--- src/rtl/wdt_pkg.sv ---
package wdt_pkg;
  localparam int unsigned LIMIT_W       = 15;
  localparam int unsigned SEC_MAX       = 5;
  localparam int unsigned MS_MAX        = 999;
  localparam int unsigned TICKS_PER_SEC = 4000;
  localparam int unsigned TICKS_PER_MS  = 4;
  localparam int unsigned MIN_TICKS     = 4;
  localparam logic [15:0] REG_RST       = 16'h0800;

  typedef struct packed {
    logic [3:0] sec;
    logic [9:0] ms;
    logic [1:0] qms;
  } tmr_reg_t;

  typedef logic [LIMIT_W-1:0] ticks_t;
endpackage

--- src/rtl/wdt_tick_gen.sv ---
module wdt_tick_gen #(
  parameter int unsigned MCLK_DIV = 8192,
  parameter int unsigned FS_DIV   = 2
) (
  input  logic clk_i,
  input  logic rst_ni,
  input  logic fs_i,
  input  logic sel_i,
  output logic tick_o
);
  localparam int unsigned MC_CW = (MCLK_DIV > 1) ? $clog2(MCLK_DIV) : 1;
  localparam int unsigned FS_CW = (FS_DIV > 1) ? $clog2(FS_DIV) : 1;

  logic             mc_tick, fs_tick, fs_rise;
  logic [2:0]       fs_q;
  logic [FS_CW-1:0] fs_cnt;

  // Synchronise the frame-sync input into the system clock domain, then detect rising edges.
  always_ff @(posedge clk_i or negedge rst_ni) begin
    if (!rst_ni) fs_q <= '0;
    else         fs_q <= {fs_q[1:0], fs_i};
  end
  assign fs_rise = fs_q[1] & ~fs_q[2];

  always_ff @(posedge clk_i or negedge rst_ni) begin
    if (!rst_ni)      fs_cnt <= '0;
    else if (fs_rise) fs_cnt <= (fs_cnt == FS_CW'(FS_DIV - 1)) ? '0 : fs_cnt + FS_CW'(1);
  end
  assign fs_tick = fs_rise && (fs_cnt == FS_CW'(FS_DIV - 1));

  generate
    if (MCLK_DIV > 1) begin : g_mdiv
      logic [MC_CW-1:0] mc_cnt;
      always_ff @(posedge clk_i or negedge rst_ni) begin
        if (!rst_ni) mc_cnt <= '0;
        else         mc_cnt <= mc_tick ? '0 : mc_cnt + MC_CW'(1);
      end
      assign mc_tick = (mc_cnt == MC_CW'(MCLK_DIV - 1));


      mc_gap_chk: assert property (@(posedge clk_i) disable iff (!rst_ni)
        mc_tick |=> !mc_tick);
    end else begin : g_mpass
      assign mc_tick = 1'b1;
    end
  endgenerate

  assign tick_o = sel_i ? fs_tick : mc_tick;
endmodule

--- src/rtl/wdt_limit.sv ---
module wdt_limit
  import wdt_pkg::*;
(
  input  tmr_reg_t reg_i,
  output ticks_t   limit_o
);
  ticks_t sec_v, ms_v, qms_v, raw;

  always_comb begin
    sec_v = (reg_i.sec > 4'(SEC_MAX)) ? ticks_t'(SEC_MAX) : ticks_t'(reg_i.sec);
    ms_v  = (reg_i.ms > 10'(MS_MAX))  ? ticks_t'(MS_MAX)  : ticks_t'(reg_i.ms);
    qms_v = ticks_t'(reg_i.qms);
    raw   = sec_v * ticks_t'(TICKS_PER_SEC) + ms_v * ticks_t'(TICKS_PER_MS) + qms_v;
    limit_o = (raw < ticks_t'(MIN_TICKS)) ? ticks_t'(MIN_TICKS) : raw;
  end
endmodule

--- src/rtl/wdt_core.sv ---
module wdt_core
  import wdt_pkg::*;
(
  input  logic   clk_i,
  input  logic   rst_ni,
  input  logic   tick_i,
  input  logic   dis_i,
  input  logic   wd_clr_i,
  input  ticks_t limit_i,
  output logic   irq_o,
  output logic   wdo_o
);
  ticks_t cnt;
  logic   hit;

  // >= rather than == so a lowered limit expires on the next tick instead of wrapping.
  assign hit = (cnt >= limit_i - ticks_t'(1));

  always_ff @(posedge clk_i or negedge rst_ni) begin
    if (!rst_ni) begin
      cnt   <= '0;
      irq_o <= 1'b0;
      wdo_o <= 1'b0;
    end else begin
      irq_o <= 1'b0;
      if (dis_i) begin
        cnt   <= '0;
        wdo_o <= 1'b0;
      end else begin
        if (tick_i && wdo_o) wdo_o <= 1'b0;
        if (wd_clr_i) begin
          cnt <= '0;
        end else if (tick_i) begin
          if (hit) begin
            cnt   <= '0;
            irq_o <= 1'b1;
            wdo_o <= 1'b1;
          end else begin
            cnt <= cnt + ticks_t'(1);
          end
        end
      end
    end
  end


  irq_single_chk: assert property (@(posedge clk_i) disable iff (!rst_ni)
    irq_o |=> !irq_o);

  wdo_start_chk: assert property (@(posedge clk_i) disable iff (!rst_ni)
    $rose(wdo_o) |-> irq_o);

  clr_quiet_chk: assert property (@(posedge clk_i) disable iff (!rst_ni)
    wd_clr_i |=> !irq_o);

  dis_quiet_chk: assert property (@(posedge clk_i) disable iff (!rst_ni)
    dis_i |=> (!irq_o && !wdo_o));
endmodule

--- src/rtl/wdt_timebase.sv ---
module wdt_timebase
  import wdt_pkg::*;
#(
  parameter int unsigned MCLK_DIV = 8192,
  parameter int unsigned FS_DIV   = 2
) (
  input  logic        clk_i,
  input  logic        rst_ni,
  input  logic        fs_i,
  input  logic        tick_sel_i,
  input  logic        dis_i,
  input  logic        tmr_we_i,
  input  logic [15:0] tmr_wdata_i,
  input  logic        wd_clr_i,
  output logic        irq_o,
  output logic        wdo_o
);
  tmr_reg_t tmr_q;
  ticks_t   limit;
  logic     tick;

  always_ff @(posedge clk_i or negedge rst_ni) begin
    if (!rst_ni)       tmr_q <= tmr_reg_t'(REG_RST);
    else if (tmr_we_i) tmr_q <= tmr_reg_t'(tmr_wdata_i);
  end

  wdt_tick_gen #(.MCLK_DIV(MCLK_DIV), .FS_DIV(FS_DIV)) u_tick (
    .clk_i  (clk_i),
    .rst_ni (rst_ni),
    .fs_i   (fs_i),
    .sel_i  (tick_sel_i),
    .tick_o (tick)
  );

  wdt_limit u_limit (
    .reg_i   (tmr_q),
    .limit_o (limit)
  );

  wdt_core u_core (
    .clk_i    (clk_i),
    .rst_ni   (rst_ni),
    .tick_i   (tick),
    .dis_i    (dis_i),
    .wd_clr_i (wd_clr_i),
    .limit_i  (limit),
    .irq_o    (irq_o),
    .wdo_o    (wdo_o)
  );
endmodule

--- config.mk ---
export PLATFORM = sky130hd
export DESIGN_NAME = wdt_timebase
export DESIGN_NICKNAME = d
export VERILOG_FILES = /design/src/rtl/wdt_pkg.sv /design/src/rtl/wdt_tick_gen.sv /design/src/rtl/wdt_limit.sv /design/src/rtl/wdt_core.sv /design/src/rtl/wdt_timebase.sv
export SDC_FILE = /design/constraint.sdc
export NUM_CORES = 1
export LEC_CHECK = 0
export ABC_AREA = 1
export ABC_CLOCK_PERIOD_IN_PS = 6600
export BUFFER_PORTS_ARGS = -buffer_cell sky130_fd_sc_hd__buf_2
export CAP_MARGIN = 20
export CORE_ASPECT_RATIO = 0.6
export CORE_MARGIN = 8
export CORE_UTILIZATION = 62
export CTS_CLUSTER_DIAMETER = 150
export CTS_CLUSTER_SIZE = 10
export DETAILED_ROUTE_END_ITERATION = 10
export PLACE_DENSITY = 0.86
export SLEW_MARGIN = 15
export SYNTH_ARGS = -nofsm -noshare
export SYNTH_HDL_FRONTEND = slang
export SYNTH_SLANG_ARGS = --single-unit
--- constraint.sdc ---
create_clock -name clk_i -period 6.6 [get_ports clk_i]
set_input_delay 1.32 -clock clk_i [delete_from_list [all_inputs] [get_ports clk_i]]
set_output_delay 1.32 -clock clk_i [all_outputs]
set_load 0.02 [all_outputs]
==> results of run 1 <==
through the flow:
stage | std cells | cell area (µm²) | power, mW | worst slack [ps] | util
final | 664 | 4560 | 1.31 | 375 | 0.693
after global routing | 664 | 4560 | 1.42 | 31.2 | 0.693
after CTS | 659 | 4510 | 1.27 | 50.5 | 0.684
after detailed placement | 649 | 4380 | 1.05 | 37.3 | 0.665
after global placement | 649 | 4380 | 1.03 | 439 | 0.665
after floorplan | 545 | 4170 | 0.895 | 836 | -
cell type report:
cell class                      count  area (µm²)  area share
Multi-Input combinational cell    393        2560       0.560
Inverter                           93         349      0.0765
Clock buffer                        7        96.3      0.0211
Tap cell                           87         109      0.0238
Sequential cell                    50        1250       0.274
Timing Repair Buffer               33         191      0.0419
Clock inverter                      1        8.76     0.00192
power groups by stage:
| stage | Clock (mW) | Combinational [mW] | Sequential [mW] |
|---|---|---|---|
| 3_3_place_gp | 0 | 0.690 | 0.335 |
| 3_5_place_dp | 0 | 0.717 | 0.337 |
| 5_1_grt | 0.221 | 0.869 | 0.332 |
| 4_1_cts | 0.204 | 0.737 | 0.330 |
| 2_1_floorplan | 0 | 0.562 | 0.333 |
| 6_report | 0.200 | 0.779 | 0.331 |
final timing paths:
kind	slack [ps]	end	startpoint
setup / recovery	380	u_core.cnt[13]	tmr_q[15]
hold / removal	350	u_tick.fs_q[1]	u_tick.fs_q[0]
setup reg to reg	380	u_core.cnt[13]	tmr_q[15]
hold reg to reg	350	u_tick.fs_q[1]	u_tick.fs_q[0]
max in group asynchronous	5060	u_tick.g_mdiv.mc_cnt[7]	rst_ni
min in group asynchronous	1100	u_tick.g_mdiv.mc_cnt[11]	rst_ni
state kept, by name (all words and copies together), names as in the netlist:
name / cells
u_core.wdo_o: 1
u_core.cnt: 15
u_tick.fs_cnt: 1
u_tick.fs_q: 3
tmr_q: 16
u_core.irq_o: 1
u_tick.g_mdiv.mc_cnt: 13
worst register-to-register path: cells and delay by family, from the launching register on:
family          cells  cell delay (ps)
fa+ha+maj           6             1950
simple gates       15             1840
compound gates      6             1080
buf+inv             7              710
flops               1              380
xor+xnor            1              160
Yosys cell counts, types with 3 or more instances:
| cell type | instances |
|---|---|
| a21oi_1 | 12 |
| clkbuf_1 | 7 |
| dfrtp_1 | 49 |
| fa_1 | 5 |
| ha_1 | 37 |
| inv_1 | 87 |
| inv_2 | 6 |
| mux2_2 | 10 |
| nand2_1 | 121 |
| nand2_2 | 10 |
| nand2_4 | 4 |
| nand3_1 | 45 |
| nand3_2 | 4 |
| nand4_1 | 11 |
| nor2_1 | 40 |
| nor2_2 | 5 |
| nor2_4 | 3 |
| nor3_1 | 10 |
| o21ai_0 | 12 |
| o21ai_1 | 10 |
| o32ai_1 | 4 |
| xnor2_1 | 4 |
| xor2_1 | 21 |
per-layer routing:
layer  vias to the layer above  wire length [µm]  track usage  part of all wire
met5                         -                 0            0                 0
met4                         0               127       0.0551             0.013
met3                        19               980       0.0593             0.097
met2                       180              4360        0.325              0.43
met1                      1734              4600        0.299              0.46
li1                       1817                 -            -                 -
cells by family (layout without fill, tap and decap cells):
family	after synthesis	after routing
and+or+nand+nor	265	265
buffers and inverters	102	134
DFF	50	50
AOI/OAI and AO/OA	49	49
adders and majority gates	42	42
xor gates and xnor gates	26	26
muxes	10	10
other	1	1
repair_timing:
action,CTS,global route
endpoints found under the hold margin,0,0
pin swaps,2,6
setup endpoints to repair,6,17
buffers inserted,2,5
gates resized for setup,1,5
==> impl_metrics.json, run 1 <==
{
  "status": "complete, no violations",
  "synth.area.mux_share": 0.0270,
  "ys_seq_area_frac": 0.300,
  "crit_family": "adder cells",
  "ys.flop_type": "dfrtp_1",
  "critPathSlowestCell": "fa_1",
  "critPathKind": "flop to flop",
  "cp-start-kind": "flop",
  "syn_inst": 545,
  "p_seq_frac": 0.252,
  "grt_pass1_vias": 3589,
  "crit_path_end_kind": "flop",
  "worstSkewPairLatency_ps": 320,
  "synth_area_leaders": "dfrtp_1, ha_1, nand2_1",
  "cp.arrival_ps": 6460,
  "period_share": 0.943,
  "synth_edf_count": 0,
  "synthDistinctLibCells": 48,
  "syn_area_per_cell_um2": 7.66,
  "fp.dieH_um": 79.6,
  "pwr-share-clk": 0.153,
  "final_common_cell": "nand2_1",
  "p_leak_nw": 2.41,
  "htreeDepth": 2,
  "worst_pin_slew_ps": 646,
  "relSlewSlack": 0.569,
  "mappedNetlistNets": 610,
  "vias_per_cell": 5.65,
  "via_count": 3750,
  "overflow": 0,
  "synth_top_area_cell": "dfrtp_1",
  "cts_buffers": 5,
  "slew_violations": 0,
  "switchingPower_mw": 0.627,
  "syn2layout_area_growth_pct": 9.35,
  "pwr-share-comb": 0.595,
  "critical-path-max-stage-delay_ps": 550,
  "ys_ff_latch": 50,
  "clkSlewWorstSetupHoldPaths_ps": 100,
  "dieArea_um2": 9700,
  "clk_root_buffer_cell": "clkbuf_8",
  "drtIter0Drc": 418,
  "cts_tree": "yes",
  "fillers": 488,
  "synth_compound_area_frac": 0.0725,
  "crit_path_max_fanout": 9,
  "hold_path.class": "flop to flop",
  "crit_top_cell": "nand2_1",
  "hold_violations": 0,
  "synthArstFlopShare": 1.00,
  "rows": 23,
  "numPortBuffers": 24,
  "io_pins": 25,
  "grt_use_total": 0.216,
  "yosys_warnings": 0,
  "layout-drive-gt1-share": 0.172,
  "cp.required_ps": 6840,
  "finalSetupViolations": 0,
  "antenna_cells": 0,
  "antenna_found_initial": 0,
  "synth_xor_area_frac": 0.0564,
  "reg2reg_depth": 35,
  "switching_share": 0.479,
  "dr.pass1.iters": 5,
  "powerDensity_nw_per_um2": 287,
  "maxCapViolCount": 0,
  "drc": 0,
  "cp_num_buf_inv": 7,
  "path_depth": 35,
  "grt_max_degree": 51,
  "syn_area_um2": 4170,
  "synth.top_cell.area_share": 0.294,
  "hpwl_um": 7810,
  "timing.hold.ws_ps": 355,
  "final_cell_mix": "nand2_1, inv_1, dfrtp_1",
  "antenna_left": 0,
  "gp_congestion": 1.01,
  "max_freq_mhz": 161,
  "cts.sinks": 50,
  "routed_wirelength_um": 10100,
  "tns_ps": 0,
  "initial_utilization": 0.633,
  "period_needed_ps": 6220,
  "synth_top_family_by_area": "simple AND/OR/NAND/NOR gates",
  "synthSimpleGateAreaFrac": 0.316,
  "fp.coreArea_um2": 6590,
  "dieWidth_um": 122,
  "layout.nets": 641,
  "peakVddDrop_v": 0.000157,
  "max-clock-path-buffers": 2,
  "internal_power_mw": 0.682,
  "finalClockSkew_ps": 16.7,
  "cts_hold_buf": 0,
  "rsz0062_at_grt": "no",
  "synthAdderAreaFrac": 0.135,
  "routedWlPerCell_um": 15.2,
  "holdPathStages": 0,
  "grt_pass1_wl_um": 16700
}
No activity file was read; power rests on OpenSTA's default activity.
==> run 2: changes to the inputs <==
--- a/config.mk
+++ b/config.mk
@@ -10,12 +10,11 @@
 export BUFFER_PORTS_ARGS = -buffer_cell sky130_fd_sc_hd__buf_2
 export CAP_MARGIN = 20
 export CORE_ASPECT_RATIO = 0.6
-export CORE_MARGIN = 8
 export CORE_UTILIZATION = 62
 export CTS_CLUSTER_DIAMETER = 150
 export CTS_CLUSTER_SIZE = 10
 export DETAILED_ROUTE_END_ITERATION = 10
-export PLACE_DENSITY = 0.86
+export PLACE_DENSITY_LB_ADDON = 0.2
 export SLEW_MARGIN = 15
 export SYNTH_ARGS = -nofsm -noshare
 export SYNTH_HDL_FRONTEND = slang
==> run 2 against run 1 <==
- cell count fell by 0.75%
- global-route usage rose by 9.0 points
- clock skew fell by 9.5 ps
- critical path type unchanged
- critical endpoint is now u_core.cnt[2]
- largest power group unchanged
==> impl_metrics.json, run 2 (synthesized netlist as in run 1, its figures left out) <==
{
  "critical-path-max-stage-delay_ps": 530,
  "cts_hold_buf": 0,
  "status": "complete, no violations",
  "critPathKind": "flop to flop",
  "drtIter0Drc": 353,
  "crit_start": "tmr_q[15]",
  "cp-start-kind": "flop",
  "timing.hold.ws_ps": 372,
  "finalClockSkew_ps": 7.21,
  "total_power_mw": 1.28,
  "final_common_cell": "nand2_1",
  "via_count": 3726,
  "htreeDepth": 2,
  "max_freq_mhz": 160,
  "grt_max_degree": 51,
  "slew_violations": 0,
  "final_core_util": 0.718,
  "routedWlPerCell_um": 15.1,
  "peakVddDrop_v": 0.000217,
  "antenna_found_initial": 0,
  "crit_path_max_fanout": 9,
  "fillers": 509,
  "crit_top_cell": "nand2_1",
  "worst_pin_slew_ps": 692,
  "cts_tree": "yes",
  "gp_congestion": 0.920,
  "critPathSlowestCell": "fa_1",
  "cts_buffers": 5,
  "max-clock-path-buffers": 2,
  "maxCapViolCount": 0,
  "largest-register": "tmr_q",
  "clk_root_buffer_cell": "clkbuf_8",
  "routed_wirelength_um": 9980,
  "grt_use_total": 0.305,
  "final_cell_mix": "nand2_1, inv_1, dfrtp_1",
  "dr.pass1.iters": 5,
  "overflow": 0,
  "hold_path.class": "flop to flop",
  "finalSetupViolations": 0,
  "largest_register_ffs": 16,
  "relSlewSlack": 0.537,
  "io_pins": 25,
  "initial_utilization": 0.662,
  "syn2layout_area_growth_pct": 8.48,
  "dieArea_um2": 7080,
  "grt_pass1_wl_um": 16300,
  "worstSkewPairLatency_ps": 300,
  "fp.coreArea_um2": 6300,
  "antenna_cells": 0,
  "numPortBuffers": 24,
  "min_from": "u_tick.fs_q[0]",
  "fp.dieH_um": 65.6,
  "cp.required_ps": 6820,
  "grt_pass1_vias": 3333,
  "cp.arrival_ps": 6480,
  "rows": 22,
  "layout.nets": 639,
  "antenna_left": 0,
  "tns_ps": 0,
  "drc": 0,
  "hold_violations": 0,
  "clkSlewWorstSetupHoldPaths_ps": 90,
  "reg.largest.list": "tmr_q (16), u_core.cnt (15), u_tick.g_mdiv.mc_cnt (13)",
  "p_leak_nw": 2.39,
  "cts.sinks": 50,
  "vias_per_cell": 5.65,
  "period_needed_ps": 6260,
  "layout-drive-gt1-share": 0.167,
  "period_share": 0.948,
  "dieWidth_um": 108,
  "reg2reg_from": "tmr_q[15]",
  "crit_path_end_kind": "flop",
  "powerDensity_nw_per_um2": 283,
  "hpwl_um": 8120
}
==> run 2: changes by cell type in the layout (fill, tap and decap cells not counted) <==
cell      before  now
buf_4          8    7
buf_6          1    0
clkbuf_1       0    1
clkbuf_8       7    5
clkinv_2       0    1
nor2_2         6    5
nor2_4         3    4
==> run 2: report_power, final <==
| part | internal, mW | total, mW | switching (mW) |
|---|---|---|---|
| registers | 0.320 | 0.332 | 0.0112 |
| clock network | 0.0750 | 0.178 | 0.103 |
| logic | 0.262 | 0.771 | 0.509 |
| total | 0.658 | 1.28 | 0.623 |
==> run 2: path summary, 6_finish.rpt <==
check                      slack [ps]  cells after the start             end
max                               340                     36   u_core.cnt[2]
min                               370                      0  u_tick.fs_q[1]
max reg2reg                       340                     36   u_core.cnt[2]
min reg2reg                       370                      0  u_tick.fs_q[1]
max in group asynchronous        5070                      2   u_core.cnt[8]
min in group asynchronous        1100                      2       tmr_q[15]
==> run 2: layer usage <==
metal / GRT usage / vias up / part of all wire
met5: 0 / - / 0
met4: 0.0308 / 0 / 0.0019
met3: 0.0774 / 2 / 0.10
met2: 0.415 / 171 / 0.40
met1: 0.490 / 1737 / 0.50
li1: - / 1816 / -
==> run 2: area by class of cell <==
cell class              instances  area (µm²)  share of cell area
flip-flops and latches         50        1250               0.277
clock buffers                   6        72.6              0.0160
multi-input cells             393        2560               0.566
clock inverters                 2        13.8             0.00304
inverters                      93         349              0.0771
well taps                      84         105              0.0232
repair buffers                 31         173              0.0381
==> run 2: timing repair <==
| action | in CTS | in global routing |
|---|---|---|
| setup buffers | 0 | 5 |
| resized for setup | 0 | 6 |
| endpoints found under the setup margin | 0 | 17 |
==> run 2: metrics by stage <==
step | instances | area (µm²) | setup slack, ps
floorplan | 545 | 4170 | 836
global placement | 646 | 4380 | 394
detailed placement | 646 | 4380 | 103
CTS | 654 | 4470 | 80.8
global route | 659 | 4530 | -60.3
finish | 659 | 4530 | 341
==> run 2: critical path: cells and delay by family, from the launching register on <==
kind / cells / cell delay, ps
buf+inv: 6 / 570
simple gates: 17 / 2000
fa+ha+maj: 6 / 2010
flops: 1 / 380
xor+xnor: 1 / 160
compound gates: 6 / 1040
